### src/rtl/serial_rx_master.sv
module serial_rx_master #(
  parameter int DIV      = 4,
  parameter int MAX_BITS = 16
) (
  input  logic                clk,
  input  logic                rst_n,
  input  logic                cfg_on,
  input  logic                cfg_rx_en,
  input  logic                cfg_lsb_first,
  input  logic                cfg_cont,
  input  logic                cfg_cpol,
  input  logic                cfg_cpha,
  input  logic [3:0]          cfg_len,
  input  logic                cfg_go,
  input  logic                buf_rd,
  input  logic                sdi,
  output logic                sclk,
  output logic [MAX_BITS-1:0] rx_data,
  output logic                busy,
  output logic                rx_done,
  output logic                overrun
);
  localparam int HALF = DIV / 2;
  localparam int CW   = (DIV > 2) ? $clog2(DIV) : 1;
  localparam int LW   = $clog2(MAX_BITS + 1);

  logic [CW-1:0]       cnt;
  logic [LW-1:0]       bitcnt;
  logic [LW-1:0]       len_w;
  logic [LW-1:0]       bitpos;
  logic [MAX_BITS-1:0] shreg;
  logic                pending;

  always_comb begin
    if (int'(cfg_len) <= MAX_BITS - 8) len_w = LW'(cfg_len) + LW'(8);
    else                               len_w = LW'(8);
  end

  wire run      = cfg_on & cfg_rx_en;
  wire start    = buf_rd & run & cfg_go & ~busy;
  wire mid      = busy & (cnt == CW'(HALF - 1));
  wire last_tik = busy & (cnt == CW'(DIV - 1));
  wire last_bit = (bitcnt == len_w - LW'(1));
  wire more     = cfg_cont & cfg_go & run;

  assign bitpos = cfg_lsb_first ? bitcnt : (len_w - LW'(1) - bitcnt);
  assign sclk   = (busy ? (cnt >= CW'(HALF)) : cfg_cpha) ^ cfg_cpol;

  always_ff @(posedge clk or negedge rst_n) begin
    if (!rst_n) begin
      cnt     <= '0;
      bitcnt  <= '0;
      shreg   <= '0;
      rx_data <= '0;
      busy    <= 1'b0;
      rx_done <= 1'b0;
      overrun <= 1'b0;
      pending <= 1'b0;
    end else if (!cfg_on) begin
      cnt     <= '0;
      bitcnt  <= '0;
      busy    <= 1'b0;
      rx_done <= 1'b0;
      overrun <= 1'b0;
      pending <= 1'b0;
    end else begin
      rx_done <= 1'b0;
      if (buf_rd) pending <= 1'b0;
      if (start) begin
        busy   <= 1'b1;
        cnt    <= '0;
        bitcnt <= '0;
        shreg  <= '0;
      end else if (busy) begin
        cnt <= last_tik ? '0 : cnt + CW'(1);
        if (mid) shreg <= shreg | (MAX_BITS'(sdi) << bitpos);
        if (last_tik) begin
          if (last_bit) begin
            rx_data <= shreg;
            rx_done <= 1'b1;
            pending <= 1'b1;
            if (pending && !buf_rd) overrun <= 1'b1;
            bitcnt  <= '0;
            shreg   <= '0;
            busy    <= more;
          end else begin
            bitcnt <= bitcnt + LW'(1);
          end
        end
      end
    end
  end


  power_off_chk: assert property (@(posedge clk) disable iff (!rst_n)
    !cfg_on |=> (!busy && !rx_done));


  start_cause_chk: assert property (@(posedge clk) disable iff (!rst_n)
    $rose(busy) |-> ($past(buf_rd) && $past(cfg_rx_en) && $past(cfg_go)));


  done_pulse_chk: assert property (@(posedge clk) disable iff (!rst_n)
    rx_done |=> !rx_done);


  single_stop_chk: assert property (@(posedge clk) disable iff (!rst_n)
    (rx_done && !$past(cfg_cont)) |-> !busy);


  last_word_chk: assert property (@(posedge clk) disable iff (!rst_n)
    (rx_done && !$past(cfg_go)) |-> !busy);


  overrun_rise_chk: assert property (@(posedge clk) disable iff (!rst_n)
    $rose(overrun) |-> rx_done);


  buffer_hold_chk: assert property (@(posedge clk) disable iff (!rst_n)
    !rx_done |-> $stable(rx_data));

endmodule

### config.mk
export PLATFORM = sky130hd
export DESIGN_NAME = serial_rx_master
export DESIGN_NICKNAME = d
export VERILOG_FILES = /design/src/rtl/serial_rx_master.sv
export SDC_FILE = /design/constraint.sdc
export NUM_CORES = 1
export LEC_CHECK = 0
export BUFFER_PORTS_ARGS = -buffer_cell sky130_fd_sc_hd__buf_2
export CORE_AREA = 2 2 65 67
export DETAILED_ROUTE_END_ITERATION = 6
export DIE_AREA = 0 0 67 69
export PLACE_DENSITY = 0.86
export SETUP_SLACK_MARGIN = 0.5
export SYNTH_ARGS = -nofsm -noshare
export SYNTH_HDL_FRONTEND = slang
export SYNTH_SLANG_ARGS = --single-unit
### constraint.sdc
create_clock -name clk -period 5.3 [get_ports clk]
set_input_delay 0 -clock clk [delete_from_list [all_inputs] [get_ports clk]]
set_output_delay 0 -clock clk [all_outputs]
set_load 0.05 [all_outputs]
Yosys cells after proc, flatten, opt, wreduce, memory -nomap -nowiden
Cells that the tools add are included.
{"block": "word_totals", "word_cells": 84, "input_bits": 15, "reg_bits": 43, "out_inout_bits": 20}
{"block": "classes", "n_addsub": 5, "mux": 39, "n_lt_le_gt_ge": 2, "reduce_logical": 7, "shift": 1, "bitwise": 12, "n_eq_ne": 10}
{"op": "16-bit 2-to-1 mux", "n": 5}
{"op": "5-bit 2-to-1 mux", "n": 7}
{"op": "1-bit 2-to-1 mux", "n": 23}
{"op": "16-bit OR", "n": 1}
{"op": "1-bit by 5-bit left shift with 16-bit output", "n": 1}
{"op": "5-bit AND reduction", "n": 2}
{"op": "1-bit bitwise AND", "n": 8}
{"op": "2-bit 2-to-1 mux", "n": 4}
{"op": "2-bit by 1-bit != test with 1-bit output, second input constant", "n": 4}
{"op": "3-bit by 1-bit != test with 1-bit output, second input constant", "n": 2}
{"op": "4-bit by 4-bit adder with 5-bit output, second input constant", "n": 1}
{"op": "5-bit by 1-bit adder with 5-bit output, second input constant", "n": 1}
{"op": "5-bit == test", "n": 1}
{"op": "5-bit by 1-bit subtractor with 5-bit output, second input constant", "n": 1}
{"op": "5-bit subtractor", "n": 1}
{"op": "4-bit <= comparator, second input constant", "n": 1}
{"op": "2-bit AND reduction", "n": 2}
{"op": "2-bit by 1-bit adder with 2-bit output, second input constant", "n": 1}
{"op": "2-bit by 1-bit == test with 1-bit output, second input constant", "n": 1}
{"op": "2-bit == test, second input constant", "n": 1}
{"op": "2-bit greater-or-equal comparator, second input constant", "n": 1}
{"op": "2-bit != test, second input constant", "n": 1}
{"op": "1-bit NOT", "n": 2}
{"op": "2-bit nonzero test", "n": 1}
{"op": "other kinds (3)", "n": 3}

Logic depth before layout (Yosys ltp)
Gate-level depths: netlist (run 1).
{"block": "depth", "ltp_word": 12, "mapped_depth": 10, "depth_no_buf": 9}

Worst setup path before layout (run 1)
OpenSTA, ideal clock, no wires.
{"block": "synth_path", "kind": "flip-flop to flip-flop", "start": "reg bitcnt[0]", "end": "reg shreg[12]", "path_buffers": 1, "path_stages_with_launch": 9, "setup_time_ns": 0.095, "t_arrival_ns": 2.186, "required_time_ns": 5.205, "setup_slack_ns": 3.019, "synth_period_minus_slack_ns": 2.281, "path_cell_list": "dfrtp_1 > ha_1 > fa_1 > nand2b_1 > a21oi_2 > nor4b_1 > o32ai_1 > buf_6 > o31ai_1"}
{"block": "synth_via", "elab_chain_cells": 9, "elab_cells_between_ends": 10, "cone_classes": "add/sub: 1; eq/ne: 1; shift: 1; mux: 6; bitwise: 1"}
{"element": "from (decl)", "line_no": "28", "source": "logic [LW-1:0] bitcnt;"}
{"element": "from (signal assigned)", "line_no": "87", "source": "bitcnt <= bitcnt + LW'(1);"}
{"element": "5-bit subtractor", "line_no": "46", "source": "assign bitpos = cfg_lsb_first ? bitcnt : (len_w - LW'(1) - bitcnt);"}
{"element": "5-bit 2-to-1 mux", "line_no": "46"}
{"element": "1-bit by 5-bit left shift with 16-bit output", "line_no": "76", "source": "if (mid) shreg <= shreg | (MAX_BITS'(sdi) << bitpos);"}
{"element": "16-bit OR", "line_no": "76"}
{"element": "16-bit 2-to-1 mux", "line_no": "76"}
{"element": "16-bit 2-to-1 mux", "line_no": "78", "source": "if (last_bit) begin"}
{"element": "16-bit 2-to-1 mux (*)", "line_no": "77", "source": "if (last_tik) begin"}
{"element": "16-bit 2-to-1 mux (*)", "line_no": "74", "source": "end else if (busy) begin"}
{"element": "16-bit 2-to-1 mux (*)", "line_no": "69", "source": "if (start) begin"}
{"element": "to (signal assigned)", "line_no": "76"}
{"element": "to (decl)", "line_no": "31", "source": "logic [MAX_BITS-1:0] shreg;"}
Every way passes the cells marked *; elsewhere a longest branch is shown, timed or not. The select of a mux whose other input is x is not followed.
A chain may end at the register's enable or synchronous reset.

Final worst setup path (run 1)
{"block": "layout_path", "start": "reg bitcnt[0]", "end": "reg shreg[8]"}
The elaborated chain is that of the path after synthesis.

==> results.py, run 1 <==
metrics = {
    "yosys": {
        "netlist-cell-type-count": 45,
        "synth.top_cell.area_share": 0.459,
        "count_of_yosys_warnings_during_synthesis": 0,
        "synth_top_flop_cell": "sky130_fd_sc_hd__dfrtp_1",
        "synthTopCellsByArea": "sky130_fd_sc_hd__dfrtp_1 (46%), sky130_fd_sc_hd__mux2_1 (7.7%), sky130_fd_sc_hd__nand2_1 (5.1%), sky130_fd_sc_hd__ha_1 (4.8%), sky130_fd_sc_hd__o31ai_1 (4.2%)",
        "netlist.top_cell.by_area": "sky130_fd_sc_hd__dfrtp_1",
        "postSynthRegisterBits": 43,
        "yosysMostFrequentCell": "sky130_fd_sc_hd__dfrtp_1",
        "synth_commonest_cells": "sky130_fd_sc_hd__dfrtp_1 (43), sky130_fd_sc_hd__nand2_1 (32), sky130_fd_sc_hd__mux2_1 (16), sky130_fd_sc_hd__o31ai_1 (13), sky130_fd_sc_hd__inv_1 (10)",
        "synth_enable_flop_cells": 0,
        "synth.avg_cell_area_um2": 10.4,
        "synthesis.instances": 226,
        "synth_nets": 251,
        "synthesis.area_um2": 2340,
        "async_reset_ff_frac": 1.00,
        "portion_of_the_post_synthesis_area_used_by_sequential_elements": 0.459,
    },
    "clocking": {
        "number_of_buffers_inserted_by_hold_repair_at_cts": 4,
        "cts_max_level": 2,
        "cts_tree": "yes",
        "cts.clk_slew.worst_paths_ps": 80,
        "cts_sinks": 43,
        "cts_inserted_buffers": 5,
        "clockRootBuffer": "sky130_fd_sc_hd__clkbuf_8",
        "worst_skew_pair.late_latency_ps": 290,
        "max-clock-path-buffers": 2,
        "post-cts-setup-buffer-count": 0,
        "post_cts_resize_count": 0,
    },
    "pwr": {
        "vdd.ir_drop.worst_v": 0.000140,
        "total_switching_power_uw": 167,
        "clock_power_share": 0.423,
        "p_int_uw": 544,
        "seq_power_share": 0.466,
        "leakage_power_nw": 1.28,
        "power.switching_fraction": 0.235,
        "power-per-cell-area_nw_per_um2": 262,
        "combPwrFrac": 0.111,
    },
    "global_route": {
        "grt_overflow_total": 0,
        "vias_in_the_first_global_route": 1774,
        "grt_antenna_before_repair": 0,
        "gr-usage-all-layers": 0.234,
        "grt_max_degree": 44,
        "grt_pass1_wl_mm": 8.38,
    },
    "timing": {
        "grt_setup_unrepaired": "false",
        "fin_tns_setup_ps": 0,
        "setup_violations": 0,
        "fin_skew_ps": 2.68,
        "tightestPinTransition_ps": 944,
        "achievable-frequency_mhz": 360,
        "final.min_clock_period_ps": 2770,
        "worst_slew_margin_rel": 0.371,
        "finalHoldWorstSlack_ps": 24.9,
        "layout_worst_path_cycle_share": 0.524,
        "timing.final.max_slew_violations": 0,
        "final-hold-violation-count": 0,
    },
    "routing": {
        "detailroute.via_count": 1801,
        "postRouteWirelength_mm": 4.97,
        "route.antenna.remaining_nets": 0,
        "drt-pass1-iter-count": 4,
        "detailedRoute.firstIterationViolations": 154,
        "drt-wirelength-per-cell_um": 15.8,
        "avgViaCountPerCell": 5.72,
        "drc": 0,
    },
    "critical_path": {
        "worst_setup_path_endpoint": "shreg[8]$_DFFE_PN0P_",
        "arrival_ps": 2920,
        "critical_path_class": "reg2reg",
        "reg2regPathDepth": 7,
        "setup.worst_path.start_class": "flip-flop",
        "worst_r2r_endpoint": "shreg[8]$_DFFE_PN0P_",
        "worst-endpoint-required_ps": 5450,
        "ff_to_ff_setup_slack_ps": 2530,
        "worst_setup_path_end_kind": "flip-flop",
        "crit_fanout": 12,
        "r2r_start": "bitcnt[0]$_DFFE_PN0P_",
        "timing.critical_path.from": "bitcnt[0]$_DFFE_PN0P_",
    },
    "placed_design": {
        "dp_hpwl_mm": 3.56,
        "numPortBuffers": 34,
        "gp_routability_congestion": 0.844,
    },
    "final_layout": {
        "layout-drive-gt1-share": 0.192,
        "num_antenna_cells": 0,
        "num-nets-final": 289,
        "layout-area-overhead-vs-synth_pct": 15.7,
    },
    "worst_hold_path": {
        "min-delay-path-class": "in2reg",
        "hold_path_depth": 3,
    },
    "floorplan": {
        "dieHeight_um": 69,
        "fp.dieArea_um2": 4620,
        "design.core.area_um2": 3910,
        "num_rows": 23,
        "floorplan.initialDensity": 0.598,
        "pin_count": 35,
        "die_width_um": 67,
    },
    "run_status": {
        "status": "complete, no violations",
    },
    "flow_run": {
        "cap_viol_max_count": 0,
    },
}
## worst min path at each step
stage	from	slack, ps	endpoint
CTS	buf_rd	20	pending$_DFF_PN0_
finish	buf_rd	20	pending$_DFF_PN0_
global placement	rst_n	180	rx_data[2]$_DFFE_PN0P_
floorplan	rst_n	-300	bitcnt[0]$_DFFE_PN0P_
global route	buf_rd	30	pending$_DFF_PN0_
detailed placement	rst_n	200	rx_data[12]$_DFFE_PN0P_
## state kept, by name (all words and copies together), names as in the netlist
name,count
rx_done,1
cnt,2
rx_data,16
overrun,1
bitcnt,5
shreg,16
pending,1
busy,1
## cell usage in the layout, fill, tap and decap left out, types with 5 or more instances in the layout
| cell | synthesis | routed |
|---|---|---|
| sky130_fd_sc_hd__nor3_1 | 6 | 6 |
| sky130_fd_sc_hd__clkbuf_8 | 0 | 5 |
| sky130_fd_sc_hd__nand2b_1 | 8 | 8 |
| sky130_fd_sc_hd__mux2_1 | 16 | 16 |
| sky130_fd_sc_hd__nand2_1 | 32 | 32 |
| sky130_fd_sc_hd__nand3_1 | 5 | 5 |
| sky130_fd_sc_hd__nor2_1 | 9 | 9 |
| sky130_fd_sc_hd__o31ai_1 | 13 | 13 |
| sky130_fd_sc_hd__dfrtp_1 | 43 | 43 |
| sky130_fd_sc_hd__o21ai_1 | 5 | 5 |
| sky130_fd_sc_hd__a21oi_1 | 8 | 8 |
| sky130_fd_sc_hd__buf_2 | 4 | 34 |
| sky130_fd_sc_hd__ha_1 | 9 | 9 |
| sky130_fd_sc_hd__inv_1 | 10 | 10 |
| sky130_fd_sc_hd__xnor2_1 | 5 | 5 |
## logic make-up (layout without fill, tap and decap cells)
kind of cell | after synthesis | in the layout | synth area share
AOI/OAI and AO/OA | 44 | 44 | 0.136
muxes | 19 | 19 | 0.0897
DFF | 43 | 43 | 0.459
and+or+nand+nor | 85 | 85 | 0.189
buffers and inverters | 17 | 56 | 0.0358
xor gates and xnor gates | 8 | 8 | 0.0331
adders and majority gates | 10 | 10 | 0.0566
## through the flow
step	std cells	area, µm²	setup WS (ps)	util	power (mW)
2_1_floorplan	226	2340	3020	-	0.389
3_3_place_gp	303	2530	2350	0.646	0.410
3_5_place_dp	303	2530	2200	0.646	0.413
4_1_cts	315	2700	2130	0.690	0.712
5_1_grt	315	2710	2290	0.692	0.734
6_report	315	2710	2530	0.692	0.711
## power by group through the flow
stage	Clock (mW)	Sequential, mW	Combinational, mW
final	0.301	0.331	0.0786
after global routing	0.316	0.332	0.0868
after CTS	0.303	0.331	0.0775
after detailed placement	0	0.338	0.0749
after global placement	0	0.338	0.0718
after floorplan	0	0.338	0.0509
## area by class of cell
cell class | count | area, µm²
multi-input cells | 166 | 1190
fillers | 316 | 1200
well taps | 50 | 62.6
inverters | 10 | 37.5
clock buffers | 6 | 72.6
clock inverters | 2 | 60.1
flip-flops and latches | 43 | 1080
repair buffers | 38 | 210
## layer usage
layer | wire [µm] | up-vias | GRT usage
li1 | - | 887 | -
met1 | 2230 | 854 | 0.312
met2 | 2460 | 47 | 0.373
met3 | 186 | 13 | 0.0473
met4 | 91 | 0 | 0.0839
met5 | 0 | - | 0
## worst max-delay path, cell delays in order, from the launching register on
cell                       delay, ps
sky130_fd_sc_hd__dfrtp_1         480
sky130_fd_sc_hd__ha_1            280
sky130_fd_sc_hd__fa_1            400
sky130_fd_sc_hd__nand2b_1        180
sky130_fd_sc_hd__a21oi_2         260
sky130_fd_sc_hd__nor3b_1         100
sky130_fd_sc_hd__o32ai_2         720
sky130_fd_sc_hd__o31ai_1         200
Note: power is estimated with default switching activity, not from simulation.
==> run 2: changes to the inputs <==
- ABC_AREA: not set -> 1
- CORE_AREA: 2 2 65 67 -> 2 2 68 70
- DIE_AREA: 0 0 67 69 -> 0 0 70 72
- PLACE_DENSITY: 0.86 -> 0.79
- clock period: 5.3 -> 2.9 ns (I/O delays scaled with it)
==> run 2 against run 1 <==
Compared with the run above:
- hold slack better by 54 ps
- synthesized cell count is 19% higher
- combinational power is 81% higher
- sequential share of layout area is 0.41 points higher
- clock power is 81% higher
- critical path depth is 7 higher
- non-clock buffer count stayed put
- clock skew is 3.3 ps higher
- global-route usage is 4.3 points lower
- via count is 2.7% higher
- die area is 9.0% higher
- first-iteration DRC count is 39% lower
- critical path type is now in2reg
==> results.py, run 2 <==
metrics = {
    "run_status": {
        "status": "complete, no violations",
    },
    "yosys": {
        "portion_of_the_post_synthesis_area_used_by_sequential_elements": 0.463,
        "postSynthRegisterBits": 43,
        "synthesis.instances": 270,
        "synth_enable_flop_cells": 0,
        "synth_commonest_cells": "sky130_fd_sc_hd__nand2_1 (54), sky130_fd_sc_hd__dfrtp_1 (43), sky130_fd_sc_hd__inv_1 (38), sky130_fd_sc_hd__nand3_1 (25), sky130_fd_sc_hd__o21ai_0 (19)",
        "async_reset_ff_frac": 1.00,
        "synthTopCellsByArea": "sky130_fd_sc_hd__dfrtp_1 (46%), sky130_fd_sc_hd__nand2_1 (8.7%), sky130_fd_sc_hd__inv_1 (6.1%), sky130_fd_sc_hd__nand3_1 (5.4%), sky130_fd_sc_hd__ha_1 (4.8%)",
        "count_of_yosys_warnings_during_synthesis": 0,
        "yosysMostFrequentCell": "sky130_fd_sc_hd__nand2_1",
        "synth_simple_gate_area_frac": 0.252,
        "synth_fa_ha_area_frac": 0.0570,
        "synth.avg_cell_area_um2": 8.61,
        "synth_xor_area_frac": 0.00753,
        "netlist-cell-type-count": 32,
        "complex_gate_fraction_of_the_synthesized_area": 0.132,
        "synth.top_cell.area_share": 0.463,
        "synth_nets": 295,
        "dominant_combinational_cell_family_by_area_after_synthesis": "simple AND/OR/NAND/NOR gates",
        "synth_top_flop_cell": "sky130_fd_sc_hd__dfrtp_1",
        "netlist.top_cell.by_area": "sky130_fd_sc_hd__dfrtp_1",
        "yosys-mux-area-fraction": 0.00430,
        "synthesis.area_um2": 2330,
    },
    "pwr": {
        "post-layout-total-power_mw": 1.29,
        "power-per-cell-area_nw_per_um2": 482,
        "vdd.ir_drop.worst_v": 0.000213,
        "leakage_power_nw": 1.31,
    },
    "timing": {
        "achievable-frequency_mhz": 463,
        "fin_skew_ps": 6.02,
        "minimum_setup_slack_in_the_final_design_ps": 741,
        "setup_violations": 0,
        "tightestPinTransition_ps": 952,
        "layout_worst_path_cycle_share": 0.745,
        "worst_slew_margin_rel": 0.365,
        "timing.final.max_slew_violations": 0,
        "final.min_clock_period_ps": 2160,
        "grt_setup_unrepaired": "false",
        "final-hold-violation-count": 0,
        "finalHoldWorstSlack_ps": 79.1,
        "fin_tns_setup_ps": 0,
    },
    "critical_path": {
        "setup.worst_path.start_class": "input port",
        "critical_path_class": "in2reg",
        "critical_path.n_buffers_inverters": 2,
        "worstPathCellList": "buf_2 > nor2_2 > nand2_1 > nand2_1 > nand2_1 > ha_1 > inv_1 > xor2_1 > ha_1 > nand2_1 > nor2_2 > nand3_4 > a21boi_4 > a21oi_1",
        "cp_dominant_cell_by_count": "sky130_fd_sc_hd__nand2_1",
        "worst-endpoint-required_ps": 3050,
        "crit_path_leading_delay_family": "simple AND/OR/NAND/NOR gates",
        "worst_setup_path_end_kind": "flip-flop",
        "arrival_ps": 2310,
        "cp_slowest_cell": "sky130_fd_sc_hd__a21boi_4",
        "crit_fanout": 16,
        "timing.critical_path.slowest_cell_delay_ps": 480,
    },
    "final_layout": {
        "layout-drive-gt1-share": 0.227,
        "layout.cells.most_common_list": "sky130_fd_sc_hd__nand2_1 (54), sky130_fd_sc_hd__dfrtp_1 (43), sky130_fd_sc_hd__inv_1 (38)",
        "fillCellCount": 386,
        "num_antenna_cells": 0,
        "mostFrequentLayoutCell": "sky130_fd_sc_hd__nand2_1",
        "num-nets-final": 333,
        "reg.largest.list": "rx_data (16), shreg (16), bitcnt (5)",
        "layout-area-overhead-vs-synth_pct": 15.3,
    },
    "routing": {
        "avgViaCountPerCell": 5.12,
        "drt-wirelength-per-cell_um": 11.7,
        "detailroute.via_count": 1850,
        "detailedRoute.firstIterationViolations": 94,
        "drt-pass1-iter-count": 4,
        "postRouteWirelength_mm": 4.22,
        "drc": 0,
        "route.antenna.remaining_nets": 0,
    },
    "floorplan": {
        "num_rows": 24,
        "die_width_um": 70,
        "design.core.area_um2": 4260,
        "pin_count": 35,
        "fp.dieArea_um2": 5040,
        "floorplan.initialDensity": 0.545,
        "dieHeight_um": 72,
    },
    "clocking": {
        "cts_inserted_buffers": 5,
        "worst_skew_pair.late_latency_ps": 290,
        "post-cts-setup-buffer-count": 0,
        "cts_tree": "yes",
        "cts_sinks": 43,
        "clockRootBuffer": "sky130_fd_sc_hd__clkbuf_8",
        "max-clock-path-buffers": 2,
        "cts_max_level": 2,
        "cts.clk_slew.worst_paths_ps": 80,
    },
    "placed_design": {
        "dp_hpwl_mm": 3.18,
        "gp_routability_congestion": 0.911,
        "numPortBuffers": 34,
        "preCtsSetupSlack_ps": 428,
    },
    "global_route": {
        "grt_overflow_total": 0,
        "globalRouteMet3Util": 0.0347,
        "grt_antenna_before_repair": 0,
        "grtUsageMet1": 0.233,
        "grt_max_degree": 44,
        "global_route.peak_usage_layer": "met2",
        "grt_pass1_wl_mm": 7.76,
        "gr-usage-all-layers": 0.191,
        "met2_usage": 0.347,
        "vias_in_the_first_global_route": 1834,
    },
    "worst_hold_path": {
        "min-delay-path-class": "in2reg",
    },
    "flow_run": {
        "cap_viol_max_count": 0,
    },
}
==> run 2: changes by cell type in the layout (fill, tap and decap cells not counted), moves of 5 or more <==
cell                       change
sky130_fd_sc_hd__mux2_1       -16
sky130_fd_sc_hd__nand3_1      +20
sky130_fd_sc_hd__nor2_1        +8
sky130_fd_sc_hd__a21oi_2       +8
sky130_fd_sc_hd__nand2_1      +22
sky130_fd_sc_hd__o31ai_1      -13
sky130_fd_sc_hd__inv_1        +28
sky130_fd_sc_hd__a21oi_1       +5
sky130_fd_sc_hd__nand2b_1      -8
sky130_fd_sc_hd__o21ai_0      +18
==> run 2: final timing paths <==
| path | startpoint | slack (ps) | end | depth (start not counted) |
|---|---|---|---|---|
| min | cfg_cont | 80 | busy$_DFF_PN0_ | 5 |
| max reg2reg | bitcnt[0]$_DFFE_PN0P_ | 830 | shreg[11]$_DFFE_PN0P_ | 7 |
| min reg2reg | rx_data[5]$_DFFE_PN0P_ | 480 | rx_data[5]$_DFFE_PN0P_ | 2 |
| min in group asynchronous | rst_n | 400 | rx_data[7]$_DFFE_PN0P_ | 2 |
| max in group asynchronous | rst_n | 1920 | rx_data[3]$_DFFE_PN0P_ | 2 |
| max | cfg_len[0] | 740 | shreg[1]$_DFFE_PN0P_ | 14 |
==> run 2: area by class of cell <==
| cell class | count | area [µm²] | area share |
|---|---|---|---|
| Tap cell | 52 | 65.1 | 0.0243 |
| Sequential cell | 43 | 1080 | 0.401 |
| Clock buffer | 6 | 72.6 | 0.0271 |
| Inverter | 39 | 146 | 0.0546 |
| Clock inverter | 2 | 60.1 | 0.0224 |
| Timing Repair Buffer | 38 | 208 | 0.0775 |
| Multi-Input combinational cell | 181 | 1050 | 0.393 |
==> run 2: cells by family (layout without fill, tap and decap cells) <==
family,after synthesis,count (layout)
and+or+nand+nor,118,118
AOI/OAI and AO/OA,50,50
buffers and inverters,46,85
DFF,43,43
adders and majority gates,10,10
xor gates and xnor gates,2,2
muxes,1,1
==> run 2: layer usage <==
metal / wire length (µm) / vias up
li1: - / 952
met1: 1940 / 857
met2: 2080 / 32
met3: 133 / 9
met4: 68 / 0
met5: 0 / -
==> run 2: worst min-delay path, cell delays in order <==
cell and delay, ps:
sky130_fd_sc_hd__buf_2 80, sky130_fd_sc_hd__nand2_1 40, sky130_fd_sc_hd__nor2_1 90, sky130_fd_sc_hd__o21ai_0 90
sky130_fd_sc_hd__inv_1 50
==> run 2: what timing repair did <==
| item | CTS | global route |
|---|---|---|
| hold endpoints to repair | 45 | 0 |
| hold buffers | 3 | 0 |
| gates resized for setup | 0 | 0 |
==> run 2: report_power, final <==
part / switching [mW] / total, mW / internal [mW]
Sequential: 0.00448 / 0.608 / 0.604
Combinational: 0.0975 / 0.142 / 0.0442
Clock: 0.200 / 0.544 / 0.344
Total: 0.302 / 1.29 / 0.992
==> run 2: stage by stage <==
step	std cells	area [µm²]	utilization
after global routing	361	2680	0.629
after global placement	350	2520	0.591
final	361	2680	0.629
after CTS	361	2680	0.629
after floorplan	270	2330	-
after detailed placement	350	2520	0.591
==> run 3: changes to the inputs <==
- CORE_AREA: 2 2 68 70 -> 2 2 71 73
- DIE_AREA: 0 0 70 72 -> 0 0 73 75
- PLACE_DENSITY: 0.79 -> 0.77
- clock period: 2.9 -> 1.8 ns (I/O delays scaled with it)
==> run 3 against run 2 <==
Compared with the run above:
- hold slack lost 68 ps
- clock-buffer cell count is the same
- the flow now finishes with violations (negative setup slack)
- core utilization grew 13 points
- critical path depth grew 4
- wire length grew 59%
- clock skew grew 3.2 ps
- clock power grew 19%
- combinational power grew to 3.1 times the previous value
- sequential share of layout area shrank 9.5 points
- via count grew 20%
- highest routed layer unchanged
- first-iteration DRC count grew 60%
- non-clock buffer count grew 39
==> results.py, run 3 (same netlist as run 2, synthesis figures left out) <==
metrics = {
    "run_status": {
        "status": "finished with violations",
        "failing_checks": "negative setup slack",
    },
    "global_route": {
        "vias_in_the_first_global_route": 2145,
        "grt_max_degree": 38,
        "gr-usage-all-layers": 0.245,
        "grt_overflow_total": 0,
        "grt_pass1_wl_mm": 10.1,
        "grt_antenna_before_repair": 0,
    },
    "timing": {
        "final-hold-violation-count": 0,
        "fin_skew_ps": 9.20,
        "final.min_clock_period_ps": 2020,
        "layout_worst_path_cycle_share": 1.12,
        "grt_setup_unrepaired": "true",
        "setup_violations": 33,
        "tightestPinTransition_ps": 835,
        "minimum_setup_slack_in_the_final_design_ps": -217,
        "worst_slew_margin_rel": 0.444,
        "achievable-frequency_mhz": 496,
        "timing.final.max_slew_violations": 0,
    },
    "clocking": {
        "cts.clk_slew.worst_paths_ps": 90,
        "cts_inserted_buffers": 5,
        "cts_sinks": 43,
        "cts_tree": "yes",
        "cts_max_level": 2,
        "max-clock-path-buffers": 2,
        "worst_skew_pair.late_latency_ps": 310,
        "clockRootBuffer": "sky130_fd_sc_hd__clkbuf_8",
    },
    "final_layout": {
        "final_design_area_no_fill_um2": 3520,
        "num_antenna_cells": 0,
        "mostFrequentLayoutCell": "sky130_fd_sc_hd__nand2_1",
        "num-nets-final": 372,
        "reg.largest.list": "rx_data (16), shreg (16), bitcnt (5)",
        "layout.cells.most_common_list": "sky130_fd_sc_hd__nand2_1 (44), sky130_fd_sc_hd__dfrtp_1 (41), sky130_fd_sc_hd__buf_2 (31)",
        "finalNonFillerCells": 401,
        "layout-area-overhead-vs-synth_pct": 51.4,
        "layout-drive-gt1-share": 0.524,
    },
    "critical_path": {
        "reg2regPathDepth": 10,
        "setup.worst_path.start_class": "input port",
        "cp_dominant_cell_by_count": "sky130_fd_sc_hd__nand2_2",
        "critical_path_class": "in2reg",
        "cp_slowest_cell": "sky130_fd_sc_hd__ha_4",
        "crit_fanout": 8,
        "worst_setup_path_end_kind": "flip-flop",
        "arrival_ps": 2260,
        "worstPathCellList": "buf_8 > inv_8 > nor2_4 > nand2_2 > nand2_2 > nand2_4 > ha_4 > inv_4 > xor2_2 > ha_4 > nand3b_1 > nand2_1 > nand2_1 > nand3_2 > nand2_2 > nor2_4 > nand3_2 > a21oi_2",
        "worst-endpoint-required_ps": 2040,
        "timing.critical_path.slowest_cell_delay_ps": 310,
    },
    "pwr": {
        "clock_power_share": 0.314,
        "post-layout-total-power_mw": 2.06,
        "p_int_mw": 1.45,
        "power.switching_fraction": 0.298,
        "power-per-cell-area_nw_per_um2": 585,
        "combPwrFrac": 0.211,
        "total_switching_power_uw": 613,
        "leakage_power_nw": 1.58,
        "seq_power_share": 0.475,
        "vdd.ir_drop.worst_v": 0.000464,
    },
    "floorplan": {
        "dieHeight_um": 75,
        "floorplan.initialDensity": 0.499,
        "pin_count": 35,
        "die_width_um": 73,
        "num_rows": 25,
        "fp.dieArea_um2": 5480,
        "design.core.area_um2": 4660,
    },
    "worst_hold_path": {
        "hold_path_depth": 3,
        "min-delay-path-class": "in2reg",
    },
    "routing": {
        "postRouteWirelength_mm": 6.73,
        "met1_length_mm": 2.68,
        "met3_length_um": 246,
        "drt-wirelength-per-cell_um": 16.8,
        "met2WireLength_mm": 3.59,
        "drt-pass1-iter-count": 5,
        "detailroute.via_count": 2226,
        "detailedRoute.firstIterationViolations": 150,
        "avgViaCountPerCell": 5.55,
        "drc": 0,
        "routed.top_layer": "met4",
        "route.antenna.remaining_nets": 0,
    },
    "placed_design": {
        "gp_routability_congestion": 0.834,
        "dp_hpwl_mm": 3.39,
        "placement.cell_area_um2": 2700,
        "dpl.cell_count": 364,
        "numPortBuffers": 34,
    },
    "flow_run": {
        "cap_viol_max_count": 0,
    },
}
[run 3: final timing paths]
check	start	end	slack, ps
max	cfg_len[3]	shreg[3]$_DFFE_PN0P_	-220
min	cfg_on	overrun$_DFFE_PN0P_	10
max in group asynchronous	rst_n	rx_data[5]$_DFFE_PN0P_	840
max reg2reg	bitcnt[1]$_DFFE_PN0P_	shreg[3]$_DFFE_PN0P_	-150
min reg2reg	rx_data[13]$_DFFE_PN0P_	rx_data[13]$_DFFE_PN0P_	480
min in group asynchronous	rst_n	rx_data[11]$_DFFE_PN0P_	330
[run 3: final cells by class]
class | count | area, µm²
clock buffer | 6 | 82.6
clock inverter | 1 | 5.00
fill | 294 | 1140
inverter | 39 | 164
multi-input combinational | 181 | 1460
sequential | 43 | 1080
tap | 54 | 67.6
timing repair buffer | 77 | 661
[run 3: per-layer routing]
layer  vias to the layer above  track usage
met2                        58        0.439
met4                         0       0.0885
met3                        15       0.0415
met1                      1121        0.296
met5                         -            0
li1                       1032            -
[run 3: critical path: cells and delay by family]
family	cells	cell delay, ps
AO/OA/AOI/OAI	1	150
XOR/XNOR	1	180
adder cells (fa/ha/maj)	2	450
buffers and inverters	3	200
AND/OR/NAND/NOR	11	1290
[run 3: per-stage QoR]
step / setup slack [ps] / setup TNS, ps / hold slack (ps) / util
finish: -217 / -3160 / 11.2 / 0.755
global route: -298 / -5980 / 41.7 / 0.755
CTS: -6.81 / -6.81 / 24.5 / 0.719
detailed placement: -358 / -9670 / 146 / 0.578
global placement: -279 / -6920 / 133 / 0.578
floorplan: -50.1 / -504 / -296 / -
[run 3: power groups by stage]
stage               logic (mW)  clock network [mW]  registers (mW)
global placement         0.259                   0           0.999
global route             0.462               0.695           0.979
floorplan                0.181                   0            1.00
detailed placement       0.265                   0            1.00
CTS                      0.371               0.647           0.978
finish                   0.435               0.647           0.978
[run 3: repair_timing]
item / in CTS / in global routing
hold endpoints to repair: 37 / 0
endpoints found under the setup margin: 42 / 43
gates resized for setup: 84 / 34
setup buffers: 18 / 7
pin swaps: 26 / 28
cloned: 3 / 0
hold buffers: 2 / 0
